`src/rtl/ecpdma_pkg.sv`:
```
package ecpdma_pkg;
  typedef enum logic {
    DIR_TO_FIFO   = 1'b0,
    DIR_FROM_FIFO = 1'b1
  } xfer_dir_e;

  function automatic logic fifo_ready(input xfer_dir_e d, input logic full, input logic empty);
    return (d == DIR_TO_FIFO) ? !full : !empty;
  endfunction
endpackage

```
`src/rtl/ecpdma_svc_flag.sv`:
```
module ecpdma_svc_flag (
  input  logic clk,
  input  logic rst,
  input  logic dma_en_i,
  input  logic tc_i,
  input  logic wr_i,
  input  logic wdata_i,
  output logic svc_next_o,
  output logic svc_o,
  output logic irq_evt_o
);
  logic svc_q;
  logic tc_take;

  assign tc_take = tc_i && dma_en_i && !svc_q;

  always_comb begin
    if (tc_take)   svc_next_o = 1'b1;
    else if (wr_i) svc_next_o = wdata_i;
    else           svc_next_o = svc_q;
  end

  always_ff @(posedge clk) begin
    if (rst) begin
      svc_q     <= 1'b1;
      irq_evt_o <= 1'b0;
    end else begin
      svc_q     <= svc_next_o;
      irq_evt_o <= tc_take;
    end
  end

  assign svc_o = svc_q;

  a_r8_tc_sets_flag: assert property (@(posedge clk) disable iff (rst)
    (tc_i && dma_en_i && !svc_o) |=> (svc_o && irq_evt_o));
  a_r8_evt_single: assert property (@(posedge clk) disable iff (rst)
    irq_evt_o |=> !irq_evt_o);
endmodule

```
`src/rtl/ecpdma_burst_ctr.sv`:
```
module ecpdma_burst_ctr #(
  parameter int BURST_MAX = 32,
  localparam int CNT_W = $clog2(BURST_MAX + 1)
) (
  input  logic             clk,
  input  logic             rst,
  input  logic             clr_i,
  input  logic             inc_i,
  output logic [CNT_W-1:0] cnt_o,
  output logic             at_limit_o
);
  localparam logic [CNT_W-1:0] LIMIT = CNT_W'(BURST_MAX);

  logic [CNT_W-1:0] cnt_q, cnt_n;

  always_comb begin
    if (clr_i)      cnt_n = '0;
    else if (inc_i) cnt_n = cnt_q + 1'b1;
    else            cnt_n = cnt_q;
  end

  always_ff @(posedge clk) begin
    if (rst) cnt_q <= '0;
    else     cnt_q <= cnt_n;
  end

  assign at_limit_o = (cnt_n == LIMIT);
  assign cnt_o      = cnt_q;

  a_r5_cnt_bound: assert property (@(posedge clk) disable iff (rst)
    cnt_q <= LIMIT);
  a_r7_clear: assert property (@(posedge clk) disable iff (rst)
    clr_i |=> (cnt_q == '0));
endmodule

```
`src/rtl/ecpdma_xfer_strobe.sv`:
```
module ecpdma_xfer_strobe (
  input  logic clk,
  input  logic rst,
  input  logic ack_i,
  input  logic dir_i,
  output logic push_o,
  output logic pop_o
);
  import ecpdma_pkg::*;

  xfer_dir_e dir;
  assign dir = xfer_dir_e'(dir_i);

  always_ff @(posedge clk) begin
    if (rst) begin
      push_o <= 1'b0;
      pop_o  <= 1'b0;
    end else begin
      push_o <= ack_i && (dir == DIR_TO_FIFO);
      pop_o  <= ack_i && (dir == DIR_FROM_FIFO);
    end
  end

  a_r4_one_strobe: assert property (@(posedge clk) disable iff (rst)
    $onehot0({push_o, pop_o}));
  a_r4_no_spurious: assert property (@(posedge clk) disable iff (rst)
    !ack_i |=> !(push_o || pop_o));
endmodule

```
`src/rtl/ecpdma_req_ctrl.sv`:
```
module ecpdma_req_ctrl #(
  parameter int BURST_MAX = 32,
  localparam int CNT_W = $clog2(BURST_MAX + 1)
) (
  input  logic clk,
  input  logic rst,
  input  logic dma_en_i,
  input  logic svc_wr_i,
  input  logic svc_wdata_i,
  input  logic dir_i,
  input  logic fifo_full_i,
  input  logic fifo_empty_i,
  input  logic dack_n_i,
  input  logic tc_i,
  output logic dreq_o,
  output logic svc_o,
  output logic irq_evt_o,
  output logic fifo_push_o,
  output logic fifo_pop_o
);
  import ecpdma_pkg::*;

  logic             svc_next;
  logic             at_limit;
  logic [CNT_W-1:0] burst_cnt;
  logic             dreq_q;
  logic             ready;
  logic             burst_ack;

  ecpdma_svc_flag u_svc (
    .clk        (clk),
    .rst        (rst),
    .dma_en_i   (dma_en_i),
    .tc_i       (tc_i),
    .wr_i       (svc_wr_i),
    .wdata_i    (svc_wdata_i),
    .svc_next_o (svc_next),
    .svc_o      (svc_o),
    .irq_evt_o  (irq_evt_o)
  );

  // A burst counts only acknowledges that answer a live request.
  assign burst_ack = dreq_q && !dack_n_i;

  ecpdma_burst_ctr #(.BURST_MAX(BURST_MAX)) u_ctr (
    .clk        (clk),
    .rst        (rst),
    .clr_i      (!dreq_q || !dma_en_i),
    .inc_i      (burst_ack),
    .cnt_o      (burst_cnt),
    .at_limit_o (at_limit)
  );

  ecpdma_xfer_strobe u_strb (
    .clk    (clk),
    .rst    (rst),
    .ack_i  (!dack_n_i && dma_en_i),
    .dir_i  (dir_i),
    .push_o (fifo_push_o),
    .pop_o  (fifo_pop_o)
  );

  assign ready = fifo_ready(xfer_dir_e'(dir_i), fifo_full_i, fifo_empty_i);

  always_ff @(posedge clk) begin
    if (rst) dreq_q <= 1'b0;
    else     dreq_q <= dma_en_i && !svc_next && ready && !at_limit;
  end

  assign dreq_o = dreq_q;

  a_r1_reset: assert property (@(posedge clk)
    rst |=> (!dreq_o && svc_o && !irq_evt_o && !fifo_push_o && !fifo_pop_o));
  a_r2_no_req_in_service: assert property (@(posedge clk) disable iff (rst)
    !(dreq_o && svc_o));
  a_r3_full_blocks: assert property (@(posedge clk) disable iff (rst)
    (!dir_i && fifo_full_i) |=> !dreq_o);
  a_r3_empty_blocks: assert property (@(posedge clk) disable iff (rst)
    (dir_i && fifo_empty_i) |=> !dreq_o);
  a_r5_burst_cap: assert property (@(posedge clk) disable iff (rst)
    (dreq_o && !dack_n_i && dma_en_i && burst_cnt == CNT_W'(BURST_MAX - 1)) |=> !dreq_o);
  a_r6_enable_drop: assert property (@(posedge clk) disable iff (rst)
    !dma_en_i |=> !dreq_o);
endmodule

```
`config.mk`:
```
export PLATFORM = sky130hd
export DESIGN_NAME = ecpdma_req_ctrl
export DESIGN_NICKNAME = d
export VERILOG_FILES = /design/src/rtl/ecpdma_pkg.sv /design/src/rtl/ecpdma_svc_flag.sv /design/src/rtl/ecpdma_burst_ctr.sv /design/src/rtl/ecpdma_xfer_strobe.sv /design/src/rtl/ecpdma_req_ctrl.sv
export SDC_FILE = /design/constraint.sdc
export NUM_CORES = 1
export LEC_CHECK = 0
export ABC_AREA = 1
export BUFFER_PORTS_ARGS = -buffer_cell sky130_fd_sc_hd__buf_2
export CORE_AREA = 2 2 39 41
export CTS_BUF_LIST = sky130_fd_sc_hd__clkbuf_2
export CTS_CLUSTER_SIZE = 12
export DETAILED_ROUTE_END_ITERATION = 12
export DIE_AREA = 0 0 41 43
export PLACE_DENSITY = 0.65
export SYNTH_ARGS = -nofsm -noshare
export SYNTH_HDL_FRONTEND = slang
export SYNTH_SLANG_ARGS = --single-unit
```
`constraint.sdc`:
```
create_clock -name clk -period 1.35 [get_ports clk]
set_clock_uncertainty 0.05 [all_clocks]
set_input_delay 0.0675 -clock clk [delete_from_list [all_inputs] [get_ports clk]]
set_output_delay 0.0675 -clock clk [all_outputs]
set_load 0.05 [all_outputs]
```
==> summary.md <==
- share of the core filled with cells in the final layout: 50.5%
- Sinks on Clock Net: 11
- number of buffer and inverter instances along the worst setup path: 1
- wire length of the first global-routing pass: 2060 µm
- average cell area after synthesis: 6.57 µm²
- initial drt markers: 15
- Period minus WS final: 1280 ps
- synth unique cells: 14
- kind of cell adding the most delay to the critical path: simple AND/OR/NAND/NOR gates
- residual DRC count: 0
- Reg2Reg Launch Point: u_ctr.cnt_o[1]
- HPWL after detailed placement: 846 µm
- number of endpoints failing setup at the final stage: 0
- Startpoint Class: flip-flop
- peak per-stage delay on the critical path: 350 ps
- Ys Warns: 0
- Max stage delay cell, worst path: sky130_fd_sc_hd__dfxtp_2
- post-synth top area cell: sky130_fd_sc_hd__dfxtp_1
- detailed-router iteration count before antenna repair: 4
- total global routing track utilization: 16.8%
- post-route antenna net violation count: 0
- worst slack after detailed placement: 39.4 ps
- pin count of the biggest net entering global routing: 9
- clock tree from TritonCTS: done
- unrepaired setup endpoints after global routing: true
- clock latency on the worst-skew pair: 240 ps
- Via Count: 563
- initial antenna violation count: 0
- Critical Path Fanout Max: 2
- number of pins with negative max-slew slack in the final report: 0
- count of maximum capacitance violations: 0
- HP Start: rst
- post-CTS setup buffer count: 0
- top flip-flop cell by instance count after synthesis: sky130_fd_sc_hd__dfxtp_1
- result of the run: completed
- clock buffer count from CTS: 3
- Slew @ Worst Pin: 255 ps
- overall routed net length: 1170 µm
- die height: 43 µm
- final antenna diode count: 0
- Final period util: 95.1%
- master cell of the clock root buffer: sky130_fd_sc_hd__clkbuf_2
- Synth Instances: 80
- ys async rst share: 0%
- power per standard cell area: 841 nW/µm²
- signed area change from the synthesized netlist to the final layout: 33.1%
- data arrival time of the critical path: 1380 ps
- capture endpoint of the worst hold path: u_ctr.cnt_o[0]
- number of flops mapped to enable cells by yosys: 0
- data required time of the worst path: 1440 ps
- share of the synthesized area in the top cell type: 41.9%
- nature of the critical path endpoint: flip-flop
- Leakage: 0.338 nW
- worst vdd rail ir drop: 437 µV
- overflow left after global routing: 0
- worst hold path class: in2reg
- tightest slew margin relative to the limit: 83.1%
- standard-cell rows: 14
- routed wire length per instance: 10.0 µm
- vias in the first global route: 534
- end of the worst register-to-register path: dreq_o
- Max clock buf depth: 2
- sequential fraction of the synthesis area: 41.9%
- # nets final: 113
- Setup Crit Path Kind: reg2reg
- clock-pin slew on the worst setup and hold paths: 100 ps
- Hold Path Stages: 2
- top area cells in the synthesized netlist: sky130_fd_sc_hd__dfxtp_1 (42%), sky130_fd_sc_hd__nand2_1 (13%), sky130_fd_sc_hd__nor2_1 (11%)
- worst reg-to-reg path cell count: 9
- Max Clk Rate: 779 MHz
- Chip Width: 41 µm
- number of levels in the clock H-tree: 1
- area of the core: 1380 µm²
- register-to-register setup slack: 70 ps
- post-route worst setup slack: 66.1 ps
- Mapped Area: 526 µm²
- most instantiated library cell after synthesis: sky130_fd_sc_hd__nand2_1
- number of ports placed on the die boundary: 15
- Placer Congestion: 0.820
- IO buf count: 14
- layout cell share with drive strength beyond 1: 29.7%
- total count of hold-check failures in the final report: 0
- filler instances: 145
- number of synthesized register bits: 11
- commonest cells in the netlist: sky130_fd_sc_hd__nand2_1 (18), sky130_fd_sc_hd__nor2_1 (15), sky130_fd_sc_hd__inv_1 (12), sky130_fd_sc_hd__dfxtp_1 (11), sky130_fd_sc_hd__nand3_1 (9)
- die outline area: 1760 µm²
- cell-by-cell listing of the critical path: ha_4, inv_1, nand2_1, nand2_1, nand2_1, nor2_1, nand3_2, nor2_1, nor2_1
- effective utilization at floorplan: 38.0%
- Vias per Instance: 4.81
- final sum of negative setup slack: 0 ps
- synthesized netlist net count: 91
## how the worst max path moves through the flow
| stage | startpoint | to | slack [ps] | cells past startpoint |
|---|---|---|---|---|
| after floorplan | dreq_o | dreq_o | 40 | 7 |
| after global placement | u_ctr.cnt_o[0] | dreq_o | 70 | 10 |
| after detailed placement | u_ctr.cnt_o[0] | dreq_o | 40 | 10 |
| after CTS | u_ctr.cnt_o[0] | dreq_o | 20 | 10 |
| after global routing | u_ctr.cnt_o[1] | dreq_o | -8 | 10 |
| final | u_ctr.cnt_o[1] | dreq_o | 70 | 9 |
## timing repair
item / 4_1_cts / 5_1_grt
endpoints found under the setup margin: 0 / 1
endpoints found under the hold margin: 2 / 0
gates resized for setup: 0 / 8
hold buffers: 3 / 0
## layout by cell type (no fill, tap or decap), types with 2 or more instances in the layout
cell	n
sky130_fd_sc_hd__nand2_1	17
sky130_fd_sc_hd__buf_2	14
sky130_fd_sc_hd__nor2_2	2
sky130_fd_sc_hd__dlygate4sd3_1	3
sky130_fd_sc_hd__dfxtp_2	4
sky130_fd_sc_hd__nand3_2	2
sky130_fd_sc_hd__inv_1	12
sky130_fd_sc_hd__nor2_1	15
sky130_fd_sc_hd__o21ai_0	3
sky130_fd_sc_hd__nand4_1	3
sky130_fd_sc_hd__dfxtp_1	7
sky130_fd_sc_hd__clkbuf_2	4
sky130_fd_sc_hd__nor3_1	2
sky130_fd_sc_hd__nand3_1	7
## worst reg2reg max path, delay by kind of cell, from the launching register on
family | cells | cell delay, ps
buffers and inverters | 1 | 40
and+or+nand+nor | 7 | 510
adders and majority gates | 1 | 220
DFF | 1 | 350
## state kept, by name (all words and copies together), names as in the netlist
| register | flops |
|---|---|
| u_svc.svc_o | 1 |
| u_strb.push_o | 1 |
| dreq_o | 1 |
| u_ctr.cnt_o | 6 |
| u_svc.irq_evt_o | 1 |
| u_strb.pop_o | 1 |
## cell type report
type | instances | area [µm²] | share of cell area [%]
clock buffer | 4 | 20.0 | 2.86
inverter | 13 | 48.8 | 6.98
multi-input combinational | 55 | 278 | 39.7
sequential | 11 | 225 | 32.2
tap | 16 | 20.0 | 2.86
timing repair buffer | 18 | 108 | 15.4
## per-layer routing
layer / global-route usage, % / up-vias / share of wire, %
li1: - / 296 / -
met1: 21.9 / 255 / 45
met2: 25.3 / 10 / 52
met3: 3.14 / 2 / 2.6
met4: 8.00 / 0 / 0.68
met5: 0 / - / 0
## cell families after synthesis
family / synth area share (%)
compound gates: 5.71
fa+ha+maj: 2.38
buf+inv: 10.0
flops: 41.9
simple gates: 40.0
## per-stage QoR
| step | hold slack [ps] | cells | area, µm² | power (W) |
|---|---|---|---|---|
| after floorplan | 89.9 | 80 | 527 | 0.000381 |
| after global placement | 207 | 110 | 621 | 0.000407 |
| after detailed placement | 214 | 110 | 621 | 0.000407 |
| after CTS | 12.3 | 117 | 671 | 0.000599 |
| after global routing | 22.0 | 117 | 699 | 0.000619 |
| final | 35.6 | 117 | 699 | 0.000588 |
## where the power goes
group	switching, W	internal [W]
clock network	0.000102	0.0000787
logic	0.0000468	0.0000267
registers	0.00000387	0.000330
Power figures use the tool's default switching activity.
